<file path="config.mk">
export PLATFORM = sky130hd
export DESIGN_NAME = gate_width_meter
export DESIGN_NICKNAME = d
export VERILOG_FILES = /design/src/rtl/gwm_pkg.sv /design/src/rtl/gwm_gate_cond.sv /design/src/rtl/gwm_counter.sv /design/src/rtl/gwm_ctrl.sv /design/src/rtl/gate_width_meter.sv
export SDC_FILE = /design/constraint.sdc
export NUM_CORES = 1
export LEC_CHECK = 0
export CAP_MARGIN = 20
export CORE_MARGIN = 2
export CORE_UTILIZATION = 56
export DETAILED_ROUTE_END_ITERATION = 10
export DONT_BUFFER_PORTS = 1
export PLACE_DENSITY = 0.79
export SKIP_LAST_GASP = 1
export SYNTH_ARGS = -nofsm -noshare
export SYNTH_HDL_FRONTEND = slang
export SYNTH_SLANG_ARGS = --single-unit
</file>
<file path="constraint.sdc">
create_clock -name clk -period 3.8 [get_ports clk]
set_clock_uncertainty 0.2 [all_clocks]
set_input_delay 0.57 -clock clk [delete_from_list [all_inputs] [get_ports clk]]
set_output_delay 0.57 -clock clk [all_outputs]
set_load 0.05 [all_outputs]
</file>
<file path="src/rtl/gwm_pkg.sv">
package gwm_pkg;
   typedef enum logic [1:0] {
      GWM_IDLE = 2'd0,
      GWM_WAIT = 2'd1,
      GWM_RUN  = 2'd2,
      GWM_DONE = 2'd3
   } gwm_state_e;
endpackage

</file>
<file path="src/rtl/gwm_gate_cond.sv">
module gwm_gate_cond #(
   parameter bit GATE_ACT_HIGH = 1'b1
) (
   input  logic gate_pin_i,
   output logic gate_act_o
);
   generate
      if (GATE_ACT_HIGH) begin : g_high
         assign gate_act_o = gate_pin_i;
      end else begin : g_low
         assign gate_act_o = ~gate_pin_i;
      end
   endgenerate
endmodule

</file>
<file path="src/rtl/gwm_counter.sv">
module gwm_counter #(
   parameter int WIDTH    = 16,
   parameter bit SATURATE = 1'b1
) (
   input  logic             clk,
   input  logic             rst_n,
   input  logic             clr_i,
   input  logic             load_i,
   input  logic             dec_i,
   output logic [WIDTH-1:0] cnt_o
);
   localparam logic [WIDTH-1:0] ALL_ONES = {WIDTH{1'b1}};
   localparam logic [WIDTH-1:0] ZERO     = {WIDTH{1'b0}};

   logic [WIDTH-1:0] cnt_q;
   logic [WIDTH-1:0] dec_val;

   generate
      if (SATURATE) begin : g_sat
         assign dec_val = (cnt_q == ZERO) ? ZERO : cnt_q - 1'b1;
      end else begin : g_wrap
         assign dec_val = cnt_q - 1'b1;
      end
   endgenerate

   always_ff @(posedge clk or negedge rst_n) begin
      if (!rst_n) begin
         cnt_q <= ALL_ONES;
      end else if (clr_i || load_i) begin
         cnt_q <= ALL_ONES;
      end else if (dec_i) begin
         cnt_q <= dec_val;
      end
   end

   assign cnt_o = cnt_q;
endmodule

</file>
<file path="src/rtl/gwm_ctrl.sv">
module gwm_ctrl
   import gwm_pkg::*;
#(
   parameter int MODE_W   = 3,
   parameter int MODE_SEL = 4
) (
   input  logic              clk,
   input  logic              rst_n,
   input  logic              run_en_i,
   input  logic              clk_en_i,
   input  logic              gate_en_i,
   input  logic [MODE_W-1:0] mode_i,
   input  logic              tick_i,
   input  logic              gate_act_i,
   output logic              on_o,
   output logic              evt_o,
   output logic              clr_o,
   output logic              load_o,
   output logic              dec_o
);
   localparam logic [MODE_W-1:0] SEL = MODE_W'(MODE_SEL);

   gwm_state_e state_q, state_d;
   logic       loaded_q, loaded_d;
   logic       on_q, on_d;
   logic       evt_q, evt_d;
   logic       arm, step, count_ok;

   always_comb begin
      arm      = run_en_i & clk_en_i & gate_en_i & (mode_i == SEL);
      step     = tick_i & clk_en_i;
      count_ok = run_en_i & (state_q == GWM_RUN) & gate_act_i & step;
      clr_o    = ~run_en_i;
      load_o   = count_ok & ~loaded_q;
      dec_o    = count_ok & loaded_q;
   end

   always_comb begin
      state_d  = state_q;
      loaded_d = loaded_q;
      on_d     = on_q;
      evt_d    = evt_q;
      if (!run_en_i) begin
         state_d  = GWM_IDLE;
         loaded_d = 1'b0;
         on_d     = 1'b0;
         evt_d    = 1'b0;
      end else begin
         unique case (state_q)
            GWM_IDLE: if (arm) begin
               state_d = GWM_WAIT;
               on_d    = 1'b1;
            end
            GWM_WAIT: if (gate_act_i) state_d = GWM_RUN;
            GWM_RUN: begin
               if (!gate_act_i) begin
                  state_d = GWM_DONE;
                  on_d    = 1'b0;
                  evt_d   = 1'b1;
               end else if (step) begin
                  loaded_d = 1'b1;
               end
            end
            GWM_DONE: state_d = GWM_DONE;
            default:  state_d = GWM_IDLE;
         endcase
      end
   end

   always_ff @(posedge clk or negedge rst_n) begin
      if (!rst_n) begin
         state_q  <= GWM_IDLE;
         loaded_q <= 1'b0;
         on_q     <= 1'b0;
         evt_q    <= 1'b0;
      end else begin
         state_q  <= state_d;
         loaded_q <= loaded_d;
         on_q     <= on_d;
         evt_q    <= evt_d;
      end
   end

   assign on_o  = on_q;
   assign evt_o = evt_q;
endmodule

</file>
<file path="src/rtl/gate_width_meter.sv">
module gate_width_meter #(
   parameter int WIDTH         = 16,
   parameter int MODE_W        = 3,
   parameter int MODE_SEL      = 4,
   parameter bit GATE_ACT_HIGH = 1'b1,
   parameter bit SATURATE      = 1'b1
) (
   input  logic              clk,
   input  logic              rst_n,
   input  logic              tick_i,
   input  logic              gate_i,
   input  logic              run_en_i,
   input  logic              clk_en_i,
   input  logic              gate_en_i,
   input  logic [MODE_W-1:0] mode_i,
   output logic [WIDTH-1:0]  count_o,
   output logic              on_o,
   output logic              gate_evt_o,
   output logic              gate_lvl_o
);
   generate
      if (WIDTH < 2) begin : g_bad_width
         $error("gate_width_meter: WIDTH must be at least 2");
      end
      if (MODE_W < 1) begin : g_bad_mode_w
         $error("gate_width_meter: MODE_W must be at least 1");
      end
      if (MODE_SEL < 0 || MODE_SEL >= (1 << MODE_W)) begin : g_bad_sel
         $error("gate_width_meter: MODE_SEL does not fit in MODE_W bits");
      end
   endgenerate

   logic gate_act;
   logic clr, load, dec;

   gwm_gate_cond #(.GATE_ACT_HIGH(GATE_ACT_HIGH)) u_gate (
      .gate_pin_i (gate_i),
      .gate_act_o (gate_act)
   );

   gwm_ctrl #(.MODE_W(MODE_W), .MODE_SEL(MODE_SEL)) u_ctrl (
      .clk        (clk),
      .rst_n      (rst_n),
      .run_en_i   (run_en_i),
      .clk_en_i   (clk_en_i),
      .gate_en_i  (gate_en_i),
      .mode_i     (mode_i),
      .tick_i     (tick_i),
      .gate_act_i (gate_act),
      .on_o       (on_o),
      .evt_o      (gate_evt_o),
      .clr_o      (clr),
      .load_o     (load),
      .dec_o      (dec)
   );

   gwm_counter #(.WIDTH(WIDTH), .SATURATE(SATURATE)) u_cnt (
      .clk    (clk),
      .rst_n  (rst_n),
      .clr_i  (clr),
      .load_i (load),
      .dec_i  (dec),
      .cnt_o  (count_o)
   );

   assign gate_lvl_o = gate_i;
endmodule

</file>
==> flow_summary.json <==
{
  "status": "finished clean",
  "cts.sinks": 21,
  "vias": 1023,
  "hold_depth": 1,
  "routed_wl_um": 2572,
  "antenna_found_initial": 0,
  "register_area_sq_um": 545.5,
  "timing.slew.headroom_pct": 37.64,
  "routedWlPerCell_um": 16.81,
  "yosysMostFrequentCell": "a21oi_1",
  "clkTransAtPathRegs_ns": 0.12,
  "met3WireLength_um": 131,
  "ant_nets": 0,
  "numPortBuffers": 0,
  "firstDrtPassIters": 4,
  "worst_pin_slew_ns": 0.9324,
  "path_cells": "or3_4, nor3_2, and3_1, o21ai_0, a211o_1",
  "max-cap-violations": 0,
  "seq_area_frac_synth_pct": 44.86,
  "grt_pass1_wl_um": 4519,
  "yosys.cell_types.count": 44,
  "cts_resized": 0,
  "synth_edf_count": 0,
  "place_area_sq_um": 1231,
  "die_h_um": 50.60,
  "drv_slew": 0,
  "synth_top_area_cell": "dfstp_2",
  "grt_setup_unrepaired": "no",
  "cp_slowest_stage_delay_ns": 0.49,
  "initial_utilization_pct": 60.75,
  "p_int_mw": 0.2773,
  "post-route-period-util_pct": 66.81,
  "path_class": "reg2reg",
  "r2r-start": "u_cnt.cnt_o[5]$_DFFE_PN1P_",
  "antenna_cells": 0,
  "highest_layer": "met4",
  "crit_slowest_cell": "and3_1",
  "ys_top_cells_by_count": "17 x a21oi_1, 16 x dfstp_2, 12 x nor2_1",
  "hold_end": "u_ctrl.state_q[0]$_DFFE_PN0P_",
  "clk_path_buf_depth": 2,
  "power.switching_mw": 0.09494,
  "row_count": 16,
  "syn-cell-area_sq_um": 1216,
  "crit_arrival_ns": 2.58,
  "synth_cells": 125,
  "hpwlAfterDp_um": 1842,
  "dieArea_sq_um": 2560,
  "finalSetupViolations": 0,
  "vias_per_cell": 6.686,
  "first_iter_violations": 20,
  "crit_path_start": "u_cnt.cnt_o[5]$_DFFE_PN1P_",
  "switching_share_pct": 25.50,
  "pin_count": 29,
  "route.detailed.drc": 0,
  "synthesis.nets": 136,
  "ys_ff_latch": 21,
  "synth_area_per_cell_sq_um": 9.729,
  "final_net_count": 138,
  "reg2regPathDepth": 5,
  "cts_made_buffers": 3,
  "grt.total_usage_pct": 22.97,
  "fp.coreArea_sq_um": 2002,
  "synth_top_area_share_pct": 34.57,
  "dp_cells": 148,
  "r2r-end": "u_cnt.cnt_o[5]$_DFFE_PN1P_",
  "routabilityCongestion": 0.8080,
  "drive_above_1_share_pct": 23.81,
  "cts_tree": "built",
  "worstPathMaxFanout": 12,
  "final-instance-count-excl-fill": 153,
  "crit_path_start_kind": "flop",
  "powerDensity_nw_per_um2": 293.7,
  "gr-total-overflow": 0,
  "grt_max_degree": 22,
  "total_power_mw": 0.3723,
  "synth.area.top_cells": "dfstp_2 35%, dfrtp_1 10%, a21oi_1 7.0%",
  "seqPwrFrac_pct": 65.1,
  "worstPathRequired_ns": 3.84,
  "wl_met1_um": 1169,
  "ys.flop_type": "dfstp_2",
  "clock_power_share_pct": 29.0,
  "dieWidth_um": 50.60,
  "multi_input_area_sq_um": 629.4,
  "min_from": "gate_i",
  "area_growth_pct": 4.219,
  "postLayoutCellArea_sq_um": 1267,
  "ir_drop_mv": 0.2490,
  "r2r_setup_slack_ns": 1.26,
  "clk_latency_ns": 0.30,
  "cts_max_level": 1,
  "nFillCells": 182,
  "final-hold-violation-count": 0,
  "root_buffer": "clkbuf_4",
  "p_leak_nw": 0.4586,
  "endpoint_kind": "flop",
  "grt_pass1_vias": 973,
  "hp-class": "in2reg",
  "share_comb_of_total_power_pct": 5.9,
  "fin_crit_ns": 2.539,
  "clock.fmax_mhz": 393.9,
  "route.met2.wl_um": 1255,
  "setup_tns_ns": 0,
  "yosysWarnings": 0,
  "async_flop_share_pct": 100.0
}
[placed cells by master, fill, tap and decap left out, types with 2 or more instances in the layout]
| cell type | n |
|---|---|
| o31ai_1 | 7 |
| dfstp_2 | 16 |
| o21ai_0 | 6 |
| nand4b_1 | 3 |
| dfrtp_1 | 5 |
| nand2_1 | 2 |
| and3_1 | 2 |
| a31oi_1 | 2 |
| nand3_1 | 3 |
| or3_4 | 2 |
| or3_1 | 3 |
| nor2_1 | 12 |
| clkbuf_4 | 3 |
| a211o_1 | 3 |
| or3_2 | 2 |
| nor3b_1 | 2 |
| inv_1 | 4 |
| a21oi_1 | 17 |
| nor3_1 | 5 |
[registers in the layout, summed over array words and instances, names as in the netlist]
signal           count
u_ctrl.on_o          1
u_ctrl.loaded_q      1
u_ctrl.state_q       2
u_ctrl.evt_o         1
u_cnt.cnt_o         16
[logic make-up after synthesis]
logic type / synth area share, %
simple gates: 26.85
compound gates: 23.15
flops: 44.86
buf+inv: 3.394
xor+xnor: 0.7203
fa+ha+maj: 1.029
[layout make-up]
type / count / share of cell area [%]
well taps: 27 / 2.665
flip-flops and latches: 21 / 43.04
repair buffers: 2 / 1.382
multi-input cells: 95 / 49.65
clock buffers: 4 / 2.073
inverters: 4 / 1.185
[worst max-delay path: cells and delay by family, from the launching register on]
kind	cells	cell delay [ns]
flops	1	0.48
simple gates	3	1.33
compound gates	2	0.47
[metrics by stage]
step | util, % | hold WS (ns) | worst slack (ns)
floorplan | - | 0.07441 | 1.600
global placement | 61.50 | 0.07482 | 1.374
detailed placement | 61.50 | 0.07505 | 1.290
CTS | 63.31 | 0.1454 | 1.262
global route | 63.31 | 0.1421 | 1.104
finish | 63.31 | 0.1546 | 1.261
[layer usage]
metal	vias to the layer above	track usage, %
met5	-	0
met4	0	7.658
met3	2	6.548
met2	21	38.38
met1	513	28.44
li1	487	-
[what timing repair did]
item	in CTS	in global routing
setup buffers	0	0
setup endpoints to repair	0	0
endpoints found under the hold margin	21	0
hold buffers	1	0
[power groups by stage]
stage	Clock (mW)	Combinational [mW]	Sequential [mW]
final	0.108	0.0218	0.242
after global routing	0.120	0.0253	0.243
after CTS	0.111	0.0223	0.242
after detailed placement	0	0.0171	0.246
after global placement	0	0.0164	0.246
after floorplan	0	0.0174	0.244
[how the worst max path moves through the flow]
stage,cells past startpoint,end,slack (ns)
detailed placement,5,u_cnt.cnt_o[5]$_DFFE_PN1P_,1.29
finish,5,u_cnt.cnt_o[5]$_DFFE_PN1P_,1.26
floorplan,5,u_cnt.cnt_o[15]$_DFFE_PN1P_,1.60
global placement,5,u_cnt.cnt_o[5]$_DFFE_PN1P_,1.37
CTS,5,u_cnt.cnt_o[5]$_DFFE_PN1P_,1.26
global route,5,u_cnt.cnt_o[5]$_DFFE_PN1P_,1.10
Note: power is estimated with default switching activity, not from simulation.
